--- src/rtl/cal_pkg.sv ---
package cal_pkg;

    localparam int CAL_TAP_W = 6;

    typedef logic [CAL_TAP_W-1:0] tap_t;

    typedef enum logic [2:0] {
        SR_IDLE,
        SR_FILL,
        SR_TEST,
        SR_WAIT,
        SR_FINISH
    } srch_state_e;

    typedef enum logic [1:0] {
        SQ_IDLE,
        SQ_FILL,
        SQ_RREQ,
        SQ_RWAIT
    } seq_state_e;

    // Edges of the passing window
    typedef struct packed {
        tap_t upper;
        tap_t lower;
    } window_t;

    // Sweep position: direction, home point, current candidate
    typedef struct packed {
        logic up;
        tap_t home;
        tap_t cand;
    } sweep_t;

    function automatic tap_t tap_midpoint(window_t w);
        logic [CAL_TAP_W:0] sum;
        sum = {1'b0, w.upper} + {1'b0, w.lower};
        return sum[CAL_TAP_W:1];
    endfunction

endpackage

--- src/rtl/cal_pattern_gen.sv ---
module cal_pattern_gen #(
    parameter int DATA_W = 32,
    parameter int ADDR_W = 10
) (
    input  logic [ADDR_W-1:0] word_idx,
    output logic [DATA_W-1:0] word
);
    localparam int HALF  = DATA_W / 2;
    localparam int IDX_W = ADDR_W - 2;
    localparam int SEL_W = 8;

    logic [1:0]       pair;
    logic [IDX_W-1:0] idx;
    logic [SEL_W-1:0] idx_ext;

    assign pair = word_idx[1:0];
    assign idx  = word_idx[ADDR_W-1:2];

    generate
        if (IDX_W >= SEL_W) begin : g_wide
            assign idx_ext = idx[SEL_W-1:0];
        end else begin : g_narrow
            assign idx_ext = {{(SEL_W-IDX_W){1'b0}}, idx};
        end
    endgenerate

    assign word = {{HALF{idx_ext[{pair, 1'b1}]}}, {HALF{idx_ext[{pair, 1'b0}]}}};

endmodule

--- src/rtl/cal_mem_seq.sv ---
module cal_mem_seq import cal_pkg::*; #(
    parameter int DATA_W    = 32,
    parameter int ADDR_W    = 10,
    parameter int NUM_WORDS = 1024,
    parameter int PASSES    = 2
) (
    input  logic              clk,
    input  logic              rst,
    input  logic              fill_go,
    input  logic              test_go,
    output logic              fill_done,
    output logic              test_done,
    output logic              test_pass,
    output logic              mem_req,
    output logic              mem_we,
    output logic [ADDR_W-1:0] mem_addr,
    output logic [DATA_W-1:0] mem_wdata,
    input  logic              mem_rvalid,
    input  logic [DATA_W-1:0] mem_rdata
);
    localparam int PASS_W = (PASSES > 1) ? $clog2(PASSES) : 1;

    seq_state_e        st;
    logic [ADDR_W-1:0] widx;
    logic [PASS_W-1:0] pcnt;
    logic [DATA_W-1:0] expect_w;
    logic              last_word;
    logic              last_pass;
    logic              mismatch;
    logic              rd_open;

    cal_pattern_gen #(.DATA_W(DATA_W), .ADDR_W(ADDR_W)) u_pat (
        .word_idx (widx),
        .word     (expect_w)
    );

    assign last_word = (widx == ADDR_W'(NUM_WORDS - 1));
    assign last_pass = (pcnt == PASS_W'(PASSES - 1));
    assign mismatch  = (mem_rdata != expect_w);

    always_ff @(posedge clk) begin
        if (rst) begin
            st        <= SQ_IDLE;
            widx      <= '0;
            pcnt      <= '0;
            fill_done <= 1'b0;
            test_done <= 1'b0;
            test_pass <= 1'b0;
        end else begin
            fill_done <= 1'b0;
            test_done <= 1'b0;
            case (st)
                SQ_IDLE: begin
                    if (fill_go) begin
                        st   <= SQ_FILL;
                        widx <= '0;
                    end else if (test_go) begin
                        st   <= SQ_RREQ;
                        widx <= '0;
                        pcnt <= '0;
                    end
                end
                SQ_FILL: begin
                    widx <= widx + ADDR_W'(1);
                    if (last_word) begin
                        fill_done <= 1'b1;
                        st        <= SQ_IDLE;
                    end
                end
                SQ_RREQ: st <= SQ_RWAIT;
                SQ_RWAIT: begin
                    if (mem_rvalid) begin
                        if (mismatch) begin
                            test_done <= 1'b1;
                            test_pass <= 1'b0;
                            st        <= SQ_IDLE;
                        end else if (last_word) begin
                            if (last_pass) begin
                                test_done <= 1'b1;
                                test_pass <= 1'b1;
                                st        <= SQ_IDLE;
                            end else begin
                                pcnt <= pcnt + PASS_W'(1);
                                widx <= '0;
                                st   <= SQ_RREQ;
                            end
                        end else begin
                            widx <= widx + ADDR_W'(1);
                            st   <= SQ_RREQ;
                        end
                    end
                end
                default: st <= SQ_IDLE;
            endcase
        end
    end

    assign mem_req   = (st == SQ_FILL) || (st == SQ_RREQ);
    assign mem_we    = (st == SQ_FILL);
    assign mem_addr  = widx;
    assign mem_wdata = expect_w;

    // Tracks a read in flight, opened by a request and closed by the return
    always_ff @(posedge clk) begin
        if (rst)                     rd_open <= 1'b0;
        else if (mem_req && !mem_we) rd_open <= 1'b1;
        else if (mem_rvalid)         rd_open <= 1'b0;
    end

    AST_SINGLE_READ: assert property (@(posedge clk) disable iff (rst)
        mem_req |-> !rd_open);

    AST_MISMATCH_ENDS: assert property (@(posedge clk) disable iff (rst)
        (st == SQ_RWAIT && mem_rvalid && mismatch) |=> (!mem_req && test_done && !test_pass));

    AST_FILL_ONLY_WRITES: assert property (@(posedge clk) disable iff (rst)
        (mem_req && mem_we) |-> !rd_open);

endmodule

--- src/rtl/cal_search.sv ---
module cal_search import cal_pkg::*; #(
    parameter int TAP_LIMIT = 32,
    parameter int RESET_TAP = 8
) (
    input  logic clk,
    input  logic rst,
    input  logic start,
    input  tap_t start_tap,
    output logic fill_go,
    input  logic fill_done,
    output logic test_go,
    input  logic test_done,
    input  logic test_pass,
    output logic busy,
    output logic done,
    output tap_t tap_lane0,
    output tap_t tap_lane1,
    output tap_t upper_bound,
    output tap_t lower_bound
);
    localparam tap_t LIMIT = tap_t'(TAP_LIMIT);
    localparam tap_t ONE   = tap_t'(1);

    srch_state_e st;
    sweep_t      sw;
    window_t     win;
    tap_t        mid;

    assign mid = tap_midpoint(win);

    always_ff @(posedge clk) begin
        if (rst) begin
            st        <= SR_IDLE;
            sw        <= '0;
            win       <= '0;
            tap_lane0 <= tap_t'(RESET_TAP);
            tap_lane1 <= tap_t'(RESET_TAP + 1);
            busy      <= 1'b0;
            done      <= 1'b0;
            fill_go   <= 1'b0;
            test_go   <= 1'b0;
        end else begin
            done    <= 1'b0;
            fill_go <= 1'b0;
            test_go <= 1'b0;
            case (st)
                SR_IDLE: begin
                    if (start) begin
                        sw.home   <= start_tap;
                        sw.cand   <= start_tap;
                        sw.up     <= 1'b1;
                        win.upper <= start_tap;
                        win.lower <= start_tap;
                        busy      <= 1'b1;
                        fill_go   <= 1'b1;
                        st        <= SR_FILL;
                    end
                end
                SR_FILL: begin
                    if (fill_done) st <= SR_TEST;
                end
                SR_TEST: begin
                    tap_lane0 <= sw.cand;
                    tap_lane1 <= sw.cand;
                    test_go   <= 1'b1;
                    st        <= SR_WAIT;
                end
                SR_WAIT: begin
                    if (test_done) begin
                        st <= SR_TEST;
                        if (!test_pass) begin
                            if (sw.up) begin
                                win.upper <= sw.cand - ONE;
                                sw.cand   <= sw.home;
                                sw.up     <= 1'b0;
                            end else begin
                                win.lower <= sw.cand + ONE;
                                st        <= SR_FINISH;
                            end
                        end else if (sw.up) begin
                            if (sw.cand < LIMIT) begin
                                sw.cand <= sw.cand + ONE;
                            end else begin
                                win.upper <= sw.cand;
                                sw.cand   <= sw.home;
                                sw.up     <= 1'b0;
                            end
                        end else if (sw.cand == '0) begin
                            win.lower <= '0;
                            st        <= SR_FINISH;
                        end else begin
                            sw.cand <= sw.cand - ONE;
                        end
                    end
                end
                SR_FINISH: begin
                    tap_lane0 <= mid;
                    tap_lane1 <= mid + ONE;
                    busy      <= 1'b0;
                    done      <= 1'b1;
                    st        <= SR_IDLE;
                end
                default: st <= SR_IDLE;
            endcase
        end
    end

    assign upper_bound = win.upper;
    assign lower_bound = win.lower;

    AST_LANES_MATCH: assert property (@(posedge clk) disable iff (rst)
        (st == SR_WAIT) |-> (tap_lane0 == tap_lane1));

    AST_CLIMB_CEILING: assert property (@(posedge clk) disable iff (rst)
        (st == SR_WAIT && sw.up && sw.cand != sw.home) |-> (sw.cand <= LIMIT));

    AST_DESCENT_FROM_HOME: assert property (@(posedge clk) disable iff (rst)
        $fell(sw.up) |-> (sw.cand == sw.home));

    AST_LANE1_STEP: assert property (@(posedge clk) disable iff (rst)
        done |-> (tap_lane1 == tap_lane0 + ONE));

    AST_DONE_NOT_BUSY: assert property (@(posedge clk) disable iff (rst)
        done |-> (!busy && $past(busy)));

    AST_HOME_HELD: assert property (@(posedge clk) disable iff (rst)
        (busy && st != SR_FINISH) |=> $stable(sw.home));

endmodule

--- src/rtl/tap_window_cal.sv ---
module tap_window_cal import cal_pkg::*; #(
    parameter int DATA_W    = 32,
    parameter int NUM_IDX   = 256,
    parameter int PASSES    = 2,
    parameter int TAP_LIMIT = 32,
    parameter int RESET_TAP = 8,
    localparam int NUM_WORDS = NUM_IDX * 4,
    localparam int ADDR_W    = $clog2(NUM_WORDS)
) (
    input  logic                 clk,
    input  logic                 rst,
    input  logic                 start,
    input  logic [CAL_TAP_W-1:0] start_tap,
    output logic                 busy,
    output logic                 done,
    output logic [CAL_TAP_W-1:0] tap_lane0,
    output logic [CAL_TAP_W-1:0] tap_lane1,
    output logic [CAL_TAP_W-1:0] upper_bound,
    output logic [CAL_TAP_W-1:0] lower_bound,
    output logic                 mem_req,
    output logic                 mem_we,
    output logic [ADDR_W-1:0]    mem_addr,
    output logic [DATA_W-1:0]    mem_wdata,
    input  logic                 mem_rvalid,
    input  logic [DATA_W-1:0]    mem_rdata
);
    logic fill_go, fill_done, test_go, test_done, test_pass;

    cal_search #(.TAP_LIMIT(TAP_LIMIT), .RESET_TAP(RESET_TAP)) u_search (
        .clk         (clk),
        .rst         (rst),
        .start       (start),
        .start_tap   (start_tap),
        .fill_go     (fill_go),
        .fill_done   (fill_done),
        .test_go     (test_go),
        .test_done   (test_done),
        .test_pass   (test_pass),
        .busy        (busy),
        .done        (done),
        .tap_lane0   (tap_lane0),
        .tap_lane1   (tap_lane1),
        .upper_bound (upper_bound),
        .lower_bound (lower_bound)
    );

    cal_mem_seq #(
        .DATA_W    (DATA_W),
        .ADDR_W    (ADDR_W),
        .NUM_WORDS (NUM_WORDS),
        .PASSES    (PASSES)
    ) u_seq (
        .clk        (clk),
        .rst        (rst),
        .fill_go    (fill_go),
        .test_go    (test_go),
        .fill_done  (fill_done),
        .test_done  (test_done),
        .test_pass  (test_pass),
        .mem_req    (mem_req),
        .mem_we     (mem_we),
        .mem_addr   (mem_addr),
        .mem_wdata  (mem_wdata),
        .mem_rvalid (mem_rvalid),
        .mem_rdata  (mem_rdata)
    );

    AST_RESULT_IN_WINDOW: assert property (@(posedge clk) disable iff (rst)
        (done && lower_bound <= upper_bound) |->
            (tap_lane0 >= lower_bound && tap_lane0 <= upper_bound));

endmodule

--- config.mk ---
export PLATFORM = sky130hd
export DESIGN_NAME = tap_window_cal
export DESIGN_NICKNAME = d
export VERILOG_FILES = /design/src/rtl/cal_pkg.sv /design/src/rtl/cal_pattern_gen.sv /design/src/rtl/cal_mem_seq.sv /design/src/rtl/cal_search.sv /design/src/rtl/tap_window_cal.sv
export SDC_FILE = /design/constraint.sdc
export NUM_CORES = 1
export LEC_CHECK = 0
export BUFFER_PORTS_ARGS = -buffer_cell sky130_fd_sc_hd__buf_2
export CORE_MARGIN = 5
export CORE_UTILIZATION = 48
export CTS_CLUSTER_SIZE = 12
export DETAILED_ROUTE_END_ITERATION = 7
export GPL_TIMING_DRIVEN = 0
export PLACE_DENSITY = 0.86
export SYNTH_ARGS = -nofsm -noshare
export SYNTH_HDL_FRONTEND = slang
export SYNTH_SLANG_ARGS = --single-unit
--- constraint.sdc ---
create_clock -name clk -period 6.3 [get_ports clk]
set_input_delay 1.26 -clock clk [delete_from_list [all_inputs] [get_ports clk]]
set_output_delay 1.26 -clock clk [all_outputs]
set_load 0.02 [all_outputs]
=== Word level (Yosys, flattened, before mapping) ===
Index checks and enable logic that the tools add are counted.

* Flip-flop bits (word level): 60
* Bits of input ports: 42
* Logic and storage cells: 153

* $add $sub $neg: 6
* Magnitude comparators: 3
* Equality and inequality tests: 26
* Multiplexer cells: 71
* Bitwise logic cells: 4
* Reduce and logical (&&, ||, !) cells: 25

{| class="wikitable"
|+ Operators by type and width
! operator !! number
|-
| $mux W6 || 12
|-
| $mux W10 || 6
|-
| $mux W12 || 3
|-
| $pmux W6 S2 || 3
|-
| $ne A32 B32 Y1 || 1
|-
| $pmux W10 S3 || 1
|-
| $pmux W12 S2 || 1
|-
| $mux W1 || 23
|-
| $mux W3 || 7
|-
| $reduce_and A5 Y1 || 4
|-
| $mux W2 || 7
|-
| $mux W13 || 1
|-
| $add A6 B1 Y6 const B || 2
|-
| $ne A2 B2 Y1 const B || 6
|-
| $ne A3 B3 Y1 const B || 4
|-
| $pmux W3 S4 || 1
|-
| $reduce_bool A2 Y1 || 6
|-
| $add A10 B1 Y10 const B || 1
|-
| $eq A10 B10 Y1 const B || 1
|-
| $ne A2 B1 Y1 const B || 5
|-
| $reduce_and A3 Y1 || 3
|-
| $lt A3 B4 Y1 const B || 2
|-
| $pmux W2 S4 || 1
|-
| $add A6 B6 Y7 || 1
|-
| 23 further kinds || 33
|}

=== Depth between registers and ports, before layout ===
Gate-level depths: netlist of run 1.

* Depth in word-level cells: 6
* Depth in mapped cells: 10
* Depth with buffers taken out: 9

=== By module ===
Synthesis of run 1 repeated with hierarchy kept, for this count alone.

* Cell total of the unflattened synthesis: 542
* Area, all modules: 4,435.5 µm²

{| class="wikitable"
|+ By module, submodules not included
! module !! instances !! cells an instance !! area an instance (µm²) !! seq. area each (µm²)
|-
| cal_search || 1 || 356 || 2,852.7 || 880.8
|-
| cal_mem_seq || 1 || 154 || 1,305.0 || 320.3
|-
| cal_pattern_gen || 1 || 32 || 277.8 || 0.0
|}

=== Worst setup path before layout of run 1 ===
No wires, ideal clock.

* Path type: register to output
* Start point: reg u_seq.widx[0] (netlist: u_seq.mem_addr[0])
* End point: out mem_wdata[10]
* Arrival: 1.695 ns
* Data required time: 5.040 ns
* Slack: 3.345 ns
* Cell stages (with the launch flop): 3
* Path buffers: 1
* Cell sequence: dfxtp_1 mux4_1 buf_4

* Longest elaborated chain between the ends: 2

{| class="wikitable"
|+ Ends and longest elaborated chain
! item !! line !! RTL
|-
| start: declaration || cal_mem_seq.sv:24 || <nowiki>logic [ADDR_W-1:0] widx;</nowiki>
|-
| start signal: assignment || cal_mem_seq.sv:64 || <nowiki>widx <= widx + ADDR_W'(1);</nowiki>
|-
| start signal: assignment || cal_mem_seq.sv:88 || <nowiki>widx <= widx + ADDR_W'(1);</nowiki>
|-
| $bmux W1 S2 || cal_pattern_gen.sv:27 || <nowiki>assign word = {{HALF{idx_ext[{pair, 1'b1}]}}, {HALF{idx_ext[{pair, 1'b0}]}}};</nowiki>
|-
| $mux W1 (not written as such) || cal_pattern_gen.sv:27 ||
|-
| end: declaration || tap_window_cal.sv:23 || <nowiki>output logic [DATA_W-1:0] mem_wdata,</nowiki>
|}

Every way passes these cells. The select of a mux whose other input is x is not followed.

=== Worst setup path in the final report of run 1 ===
* Start point: reg u_seq.widx[0] (netlist: u_seq.mem_addr[0])
* End point: out mem_wdata[12]

Same word-level chain as after synthesis.

==> results.yml, run 1 <==
synth:
  synth_cell_type_count: 60
  syn_area_mm2: 0.003985
  synth_largest_area_cell: "dfxtp_1"
  yosysWarnings: 0
  yosys.area.top_type_share_pct: 30.14
  synth_cells: 500
  synth_area_leaders: "dfxtp_1 (30%), buf_4 (5.8%), ha_1 (4.4%)"
  ys_ff_latch: 60
  syn_nets: 557
  async_flop_share_pct: 0
  synthFlopType: "dfxtp_1"
  synth_most_common_cell: "dfxtp_1"
  synth_edf_count: 0
  avgSynthCellArea_um2: 7.970
  yosys-top-cells-count: "dfxtp_1 (60), nor2_1 (45), nand2_1 (40), a21oi_1 (34), buf_4 (31)"
  ys_seq_area_share_pct: 30.14
routing:
  vias: 4333
  drc: 0
  ant_nets: 0
  firstDrtPassIters: 5
  routed_wl_um: 12210
  routed_via_density: 5.927
  avgRoutedWirePerCell_um: 16.71
  drtIter0Drc: 298
timing:
  fin_ws_ps: 2941
  min_period_ps: 3359
  finalSetupViolCount: 0
  rsz0062_at_grt: "no"
  worstMarginPinSlew_ps: 884.1
  tns_ps: 0
  slew_headroom_pct: 40.55
  maxSlewViolCount: 0
  max_freq_mhz: 297.7
  period_share_pct: 53.32
  hold_viol: 0
  fin_skew_ps: 8.939
outcome:
  status: "finished clean"
global_routing:
  grt_pass1_vias: 4066
  antenna_found_initial: 0
  grt_max_degree: 18
  grt_use_total_pct: 23.58
  globalRouteOverflowTotal: 0
  grt_pass1_wl_um: 19410
worst_setup_path:
  critPathSlowestCell: "mux4_1"
  slowest_delay_ps: 870
  cp.arrival_ps: 2100
  worstSetupPathType: "reg2out"
  cp_data_required_time_ps: 5040
  cp-end-kind: "primary output"
  cp_num_buf_inv: 2
  critical-path-top-delay-family: "multiplexers"
  crit_fanout: 17
  start_kind: "register"
  path_cells: "mux4_1 -> buf_4 -> buf_2"
placed_design:
  post-place-ws_ps: 2897
  detailed_place_hpwl_um: 9381
  port-buffer-count: 110
  place.gp.congestion: 0.9494
pwr:
  ir_drop_mv: 0.1324
  p_leak_nw: 2.125
  powerDensity_mw_per_mm2: 250.0
clock_tree:
  root_buffer: "clkbuf_8"
  clkTransAtPathRegs_ps: 60
  cts_resized: 0
  cts_tree: "done"
  cts_hold_buf: 0
  insertion_delay_ps: 340
  cts_sinks: 60
  cts_buffer_depth: 2
  cts_made_buffers: 9
  h-tree-depth: 3
  postCtsSetupBuffers: 0
job:
  drv_cap: 0
cells_and_area:
  n_antenna_cell: 0
  area_delta_synth_final_pct: 21.73
  nets: 678
  drive_gt1_share_pct: 28.12
  nFillCells: 728
die:
  die_w_um: 101.1
  coreArea_mm2: 0.008134
  die-area_mm2: 0.01022
  initial_utilization_pct: 48.99
  fp.dieH_um: 101.1
  ioPinCount: 112
  num_rows: 33
hold_path:
  hold_class: "reg2reg"
cell families (layout without fill, tap and decap cells):
family / after synthesis / in the layout / share of synthesized area (%)
adder cells (fa/ha/maj): 15 / 15 / 4.898
AO/OA/AOI/OAI: 127 / 127 / 21.29
buffers and inverters: 81 / 207 / 11.05
XOR/XNOR: 15 / 15 / 3.297
flip-flops: 60 / 60 / 30.14
multiplexers: 18 / 18 / 5.337
AND/OR/NAND/NOR: 184 / 184 / 23.99
layout by cell type, fill, tap and decap left out, types with 4 or more instances in the layout:
cell	count
xnor2_1	12
o21ai_0	19
mux2i_1	16
a311oi_1	6
clkbuf_1	23
nor3_1	14
a21oi_1	34
nor2_1	45
nand3_1	12
a31oi_1	6
a221oi_1	5
a211oi_1	17
buf_4	31
or3_1	4
nor4_1	14
a22oi_1	4
or4_1	4
nor2b_1	13
and4_2	4
buf_2	112
clkbuf_8	10
a21o_1	5
ha_1	14
nand2_1	40
nand4_1	11
dfxtp_1	60
o31ai_1	5
buf_1	4
inv_1	21
stage by stage:
stage               utilization, %  cells  hold slack (ps)  power [mW]  cell area [um^2]
CTS                          59.64    731            460.0       1.211              4851
finish                       59.64    731            455.8       1.213              4851
global route                 59.64    731            487.3       1.286              4851
floorplan                        -    500            433.2      0.7578              3985
global placement             57.38    715            444.0      0.8615              4667
detailed placement           57.38    715            450.7      0.8804              4667
layout make-up:
type                    instances  area (um^2)  share of cell area, %
flip-flops and latches         60         1201                  24.76
repair buffers                110        550.5                  11.35
clock buffers                  11        131.4                  2.708
clock inverters                 5        52.55                  1.083
multi-input cells             359         2344                  48.31
well taps                     105        131.4                  2.708
inverters                      21        78.83                  1.625
plain buffers                  60        361.6                  7.454
worst paths after layout:
| check | from | slack, ps | cells past startpoint | to |
|---|---|---|---|---|
| setup / recovery | u_seq.mem_addr[0] | 2940 | 3 | mem_wdata[12] |
| hold / removal | u_search.busy | 460 | 2 | u_search.busy |
| setup reg to reg | u_search.sw[0] | 3220 | 10 | u_search.lower_bound[1] |
| hold reg to reg | u_search.busy | 460 | 2 | u_search.busy |
worst register-to-register path, delay by kind of cell, from the launching register on:
family                     cells  cell delay, ps
AOI/OAI and AO/OA              4             930
and+or+nand+nor                2             830
buffers and inverters          3             620
DFF                            1             310
adders and majority gates      1             230
layer usage:
metal | routed length (um) | part of all wire (%) | GRT usage, %
met1 | 4599 | 38 | 26.90
met2 | 5878 | 48 | 42.00
met3 | 1372 | 11 | 5.606
met4 | 363 | 3.0 | 9.714
met5 | 0 | 0 | 0
sequential cells by signal, indices dropped and copies added (netlist names):
signal	flops
u_search.tap_lane1	6
u_seq.fill_done	1
u_search.sw	13
u_search.tap_lane0	6
u_search.upper_bound	6
u_seq.test_done	1
u_seq.test_pass	1
u_seq.mem_addr	10
u_search.done	1
u_seq.st	2
u_search.busy	1
u_search.test_go	1
u_search.lower_bound	6
u_seq.last_pass	1
u_search.st	3
u_search.fill_go	1
power by group:
part / internal [mW] / switching (mW)
Clock: 0.181 / 0.150
Combinational: 0.164 / 0.277
Sequential: 0.411 / 0.0308
Power figures use the tool's default switching activity.
==> inputs of run 2 (changes only) <==
--- a/config.mk
+++ b/config.mk
@@ -5,13 +5,14 @@
 export SDC_FILE = /design/constraint.sdc
 export NUM_CORES = 1
 export LEC_CHECK = 0
+export ABC_AREA = 1
 export BUFFER_PORTS_ARGS = -buffer_cell sky130_fd_sc_hd__buf_2
 export CORE_MARGIN = 5
 export CORE_UTILIZATION = 48
 export CTS_CLUSTER_SIZE = 12
 export DETAILED_ROUTE_END_ITERATION = 7
 export GPL_TIMING_DRIVEN = 0
-export PLACE_DENSITY = 0.86
+export PLACE_DENSITY = 0.89
 export SYNTH_ARGS = -nofsm -noshare
 export SYNTH_HDL_FRONTEND = slang
 export SYNTH_SLANG_ARGS = --single-unit
==> constraint.sdc (replaced) <==
create_clock -name clk -period 2.8 [get_ports clk]
set_input_delay 0.56 -clock clk [delete_from_list [all_inputs] [get_ports clk]]
set_output_delay 0.56 -clock clk [all_outputs]
set_load 0.02 [all_outputs]
==> run 2 against run 1 <==
  * Sequential cell count did not move
  * Setup slack got worse by 2600 ps
  * Synthesized cell count rose by 25%
  * Power rose to 3.1 times the previous value
  * Sequential power rose by 140%
  * Clock power rose to 3.0 times the previous value
  * Hold slack got worse by 6.2 ps
  * Via count rose by 4.8%
  * Critical path depth rose by 4
  * Critical path type unchanged
==> results.yml, run 2 <==
clock_tree:
  root_buffer: "clkbuf_8"
  cts_made_buffers: 9
  cts_tree: "done"
  insertion_delay_ps: 350
  cts_hold_buf: 0
  cts_buffer_depth: 2
  cts_resized: 0
  clkTransAtPathRegs_ps: 70
  h-tree-depth: 3
  postCtsSetupBuffers: 0
  cts_sinks: 60
routing:
  ant_nets: 0
  drc: 0
  routed_wl_um: 11840
  routed_via_density: 5.303
  drtIter0Drc: 245
  firstDrtPassIters: 5
  avgRoutedWirePerCell_um: 13.83
  vias: 4539
synth:
  syn_nets: 681
  yosys-top-cells-count: "nand2_1 (148), nor2_1 (70), dfxtp_1 (60), a21oi_1 (54), inv_1 (48)"
  synth_cells: 624
  synth_largest_area_cell: "dfxtp_1"
  synth_edf_count: 0
  yosysWarnings: 0
  avgSynthCellArea_um2: 6.579
  synthFlopType: "dfxtp_1"
  synth_area_leaders: "dfxtp_1 (29%), nand2_1 (14%), a21oi_1 (6.6%)"
  ys_seq_area_share_pct: 29.26
  synth_cell_type_count: 40
  yosys.area.top_type_share_pct: 29.26
  async_flop_share_pct: 0
  synth_most_common_cell: "nand2_1"
  ys_ff_latch: 60
  syn_area_mm2: 0.004105
cells_and_area:
  final_cell_mix: "nand2_1 (148), buf_2 (116), nor2_1 (70)"
  regArea_mm2: 0.001201
  top_register: "u_search.sw"
  drive_gt1_share_pct: 26.63
  final_common_cell: "nand2_1"
  multi_input_area_mm2: 0.002347
  area_delta_synth_final_pct: 22.83
  post-route-util_pct: 61.06
  nFillCells: 767
  finalNonFillerCells: 856
  n_antenna_cell: 0
  largest_reg_flops: 13
  final_area_mm2: 0.005042
  nets: 803
pwr:
  powerDensity_mw_per_mm2: 744.4
  p_leak_nw: 2.488
  ir_drop_mv: 0.4455
  p_total_mw: 3.754
placed_design:
  dp_cells: 840
  place.gp.congestion: 1.009
  detailed_place_hpwl_um: 9138
  dpl-instance-area_mm2: 0.004792
  post-place-ws_ps: 646.3
  port-buffer-count: 111
timing:
  fin_ws_ps: 384.0
  hold_viol: 0
  rsz0062_at_grt: "no"
  whs_ps: 449.7
  fin_skew_ps: 8.387
  maxSlewViolCount: 0
  period_share_pct: 86.29
  min_period_ps: 2416
  max_freq_mhz: 413.9
  finalSetupViolCount: 0
  worstMarginPinSlew_ps: 605.8
  slew_headroom_pct: 59.61
  tns_ps: 0
worst_setup_path:
  start_kind: "register"
  cp_data_required_time_ps: 2240
  worstSetupPathType: "reg2out"
  crit_fanout: 18
  cp-end-kind: "primary output"
  cp.arrival_ps: 1860
global_routing:
  antenna_found_initial: 0
  globalRouteOverflowTotal: 0
  grt_pass1_wl_um: 19320
  grt_pass1_vias: 4313
  grt_max_degree: 19
  grt_use_total_pct: 23.10
die:
  die_w_um: 102.5
  initial_utilization_pct: 49.71
  ioPinCount: 112
  coreArea_mm2: 0.008258
  num_rows: 33
  die-area_mm2: 0.01050
  fp.dieH_um: 102.5
hold_path:
  hold_class: "reg2reg"
job:
  drv_cap: 0
outcome:
  status: "finished clean"
[run 2: cell count changes after synthesis, moves of 14 or more]
cell,delta
a211oi_1,-17
nor2_1,+25
o21ai_0,+24
nand3_1,+30
nand2_1,+108
nor4_1,-14
a21oi_1,+20
mux2i_1,-16
inv_1,+27
clkbuf_1,-14
[run 2: worst max-delay path, cell delays in order, from the launching register on]
cell and delay (ps):
dfxtp_1 360, buf_4 180, inv_4 60, nand2_1 70, nand3_1 60, nand2_1 410
buf_4 200, buf_2 160
[run 2: cell type report]
type / instances / share of cell area, %
clock inverters: 4 / 1.886
inverters: 57 / 4.293
multi-input cells: 458 / 46.55
flip-flops and latches: 60 / 23.82
repair buffers: 111 / 11.02
well taps: 105 / 2.605
clock buffers: 12 / 3.077
plain buffers: 49 / 6.749
[run 2: path summary, 6_finish.rpt]
check | start | endpoint | slack [ps] | cells after the start
worst max-delay path | u_seq.mem_addr[0] | mem_wdata[2] | 380 | 7
worst min-delay path | u_seq.last_pass | u_seq.last_pass | 450 | 2
worst max register to register | u_seq.mem_addr[0] | u_seq.mem_addr[2] | 670 | 11
worst min register to register | u_seq.last_pass | u_seq.last_pass | 450 | 2
[run 2: cell families (layout without fill, tap and decap cells)]
group                    Yosys count  count (layout)  synth area share (%)
AND/OR/NAND/NOR                  300             300                 32.34
AO/OA/AOI/OAI                    128             128                 16.89
buffers and inverters            106             233                 13.56
flip-flops                        60              60                 29.26
adder cells (fa/ha/maj)           15              15                 4.755
XOR/XNOR                          15              15                 3.200
[run 2: per-layer routing]
| layer | routed length (um) | global-route usage (%) |
|---|---|---|
| met4 | 189 | 7.366 |
| met2 | 5899 | 40.02 |
| met3 | 950 | 5.939 |
| met1 | 4800 | 27.91 |
| met5 | 0 | 0 |
[run 2: power by group]
| group | total [mW] | internal (mW) | switching [mW] |
|---|---|---|---|
| Sequential | 1.05 | 0.959 | 0.0940 |
| Combinational | 1.70 | 0.620 | 1.08 |
| Clock | 0.997 | 0.639 | 0.358 |
==> inputs of run 3 (changes only) <==
--- a/config.mk
+++ b/config.mk
@@ -7,12 +7,14 @@
 export LEC_CHECK = 0
 export ABC_AREA = 1
 export BUFFER_PORTS_ARGS = -buffer_cell sky130_fd_sc_hd__buf_2
+export CELL_PAD_IN_SITES_DETAIL_PLACEMENT = 1
+export CELL_PAD_IN_SITES_GLOBAL_PLACEMENT = 2
 export CORE_MARGIN = 5
-export CORE_UTILIZATION = 48
+export CORE_UTILIZATION = 25
 export CTS_CLUSTER_SIZE = 12
 export DETAILED_ROUTE_END_ITERATION = 7
 export GPL_TIMING_DRIVEN = 0
-export PLACE_DENSITY = 0.89
+export PLACE_DENSITY = 0.88
 export SYNTH_ARGS = -nofsm -noshare
 export SYNTH_HDL_FRONTEND = slang
 export SYNTH_SLANG_ARGS = --single-unit
==> run 3 against run 2 <==
  * Hold slack better by 3.7 ps
  * Utilization is 28 points lower
  * Global-route usage is 8.9 points lower
  * Combinational power hardly changed
  * Register-to-register slack worse by 110 ps
  * Fmax is 0.76% higher
  * Sequential power hardly changed
  * Non-clock buffer count stayed put
  * Power is 3.9% higher
  * Setup slack better by 18 ps
  * Critical endpoint is now mem_wdata[9]
  * Largest cell class unchanged
==> results.yml, run 3 (synthesis results as in run 2) <==
worst_setup_path:
  crit_fanout: 18
  path_cells: "buf_4 -> inv_4 -> nand2_1 -> nand3_1 -> nand2_1 -> buf_4 -> buf_2"
  slowest_delay_ps: 410
  cp-end-kind: "primary output"
  critical-path-top-delay-family: "buffers and inverters"
  worstSetupPathType: "reg2out"
  critPathSlowestCell: "nand2_1"
  cp.arrival_ps: 1840
  start_kind: "register"
  cp_num_buf_inv: 4
  cp_data_required_time_ps: 2240
job:
  drv_cap: 0
clock_tree:
  h-tree-depth: 3
  cts_made_buffers: 9
  insertion_delay_ps: 330
  cts_sinks: 60
  cts_resized: 0
  postCtsSetupBuffers: 0
  clkTransAtPathRegs_ps: 50
  cts_hold_buf: 0
  root_buffer: "clkbuf_16"
  cts_buffer_depth: 2
  cts_tree: "done"
die:
  num_rows: 46
  die-area_mm2: 0.01908
  coreArea_mm2: 0.01600
  ioPinCount: 112
  initial_utilization_pct: 25.66
  fp.dieH_um: 138.1
  die_w_um: 138.1
hold_path:
  hold_class: "reg2reg"
routing:
  ant_nets: 0
  routed_wl_um: 13710
  firstDrtPassIters: 4
  vias: 4501
  drtIter0Drc: 171
  avgRoutedWirePerCell_um: 14.21
  drc: 0
  routed_via_density: 4.664
cells_and_area:
  area_delta_synth_final_pct: 27.22
  post-route-util_pct: 32.64
  nets: 803
  regArea_mm2: 0.001201
  top_register: "u_search.sw"
  final_area_mm2: 0.005223
  final_common_cell: "nand2_1"
  nFillCells: 2112
  final_cell_mix: "nand2_1 (148), buf_2 (116), nor2_1 (70)"
  largest_reg_flops: 13
  finalNonFillerCells: 965
  multi_input_area_mm2: 0.002347
  drive_gt1_share_pct: 26.44
  n_antenna_cell: 0
pwr:
  ir_drop_mv: 0.3207
  p_leak_nw: 2.506
  powerDensity_mw_per_mm2: 746.5
timing:
  hold_viol: 0
  finalSetupViolCount: 0
  period_share_pct: 85.63
  fin_skew_ps: 8.707
  max_freq_mhz: 417.1
  tns_ps: 0
  slew_headroom_pct: 54.83
  worstMarginPinSlew_ps: 677.5
  maxSlewViolCount: 0
  min_period_ps: 2398
  rsz0062_at_grt: "no"
global_routing:
  globalRouteOverflowTotal: 0
  grt_max_degree: 19
  antenna_found_initial: 0
  grt_pass1_vias: 4542
  grt_use_total_pct: 14.19
  grt_pass1_wl_um: 22630
placed_design:
  dpl-instance-area_mm2: 0.004931
  place.gp.congestion: 0.8448
  dp_cells: 951
  detailed_place_hpwl_um: 10940
  port-buffer-count: 111
outcome:
  status: "finished clean"
==> run 3: changes by cell type in the layout (fill, tap and decap cells not counted), sizes merged <==
cell and change:
bufinv -2
==> run 3: through the flow <==
step	hold WS [ps]	power, mW	setup slack (ps)
after global placement	439.0	2.789	599.3
after CTS	455.8	3.939	358.1
after detailed placement	447.2	2.819	547.7
final	453.4	3.899	402.3
after global routing	480.4	4.156	205.6
after floorplan	424.7	2.295	736.0
==> run 3: worst paths after layout <==
check                                              from               endpoint  slack [ps]  cells after the start
worst max-delay path                  u_seq.mem_addr[0]           mem_wdata[9]         400                      7
worst min-delay path                    u_seq.last_pass        u_seq.last_pass         450                      2
worst max register to register  u_search.upper_bound[1]  u_search.tap_lane1[4]         560                      9
worst min register to register          u_seq.last_pass        u_seq.last_pass         450                      2
==> run 3: final cells by class <==
class	instances	area share [%]
sequential	60	23.00
clock inverter	2	0.6708
inverter	57	4.145
clock buffer	12	4.911
buffer	49	6.517
timing repair buffer	111	10.64
multi-input combinational	458	44.94
tap	216	5.175
==> run 3: report_power, final <==
part | switching, mW | total, mW | internal (mW) | leakage (nW)
logic | 1.11 | 1.73 | 0.618 | 1.87
registers | 0.100 | 1.06 | 0.961 | 0.491
clock network | 0.380 | 1.11 | 0.725 | 0.145
total | 1.60 | 3.90 | 2.30 | 2.51
==> run 3: per-layer routing <==
| metal | vias to the layer above | global-route usage, % | part of all wire [%] |
|---|---|---|---|
| met5 | - | 0 | 0 |
| met4 | 0 | 3.848 | 1.3 |
| met3 | 16 | 3.241 | 3.7 |
| met2 | 80 | 24.72 | 48 |
| met1 | 2141 | 17.63 | 47 |
| li1 | 2264 | - | - |
==> run 3: worst min-delay path, stage by stage, from the launching register on <==
cell and delay, ps:
dfxtp_1 310, inv_1 50, a21oi_1 60
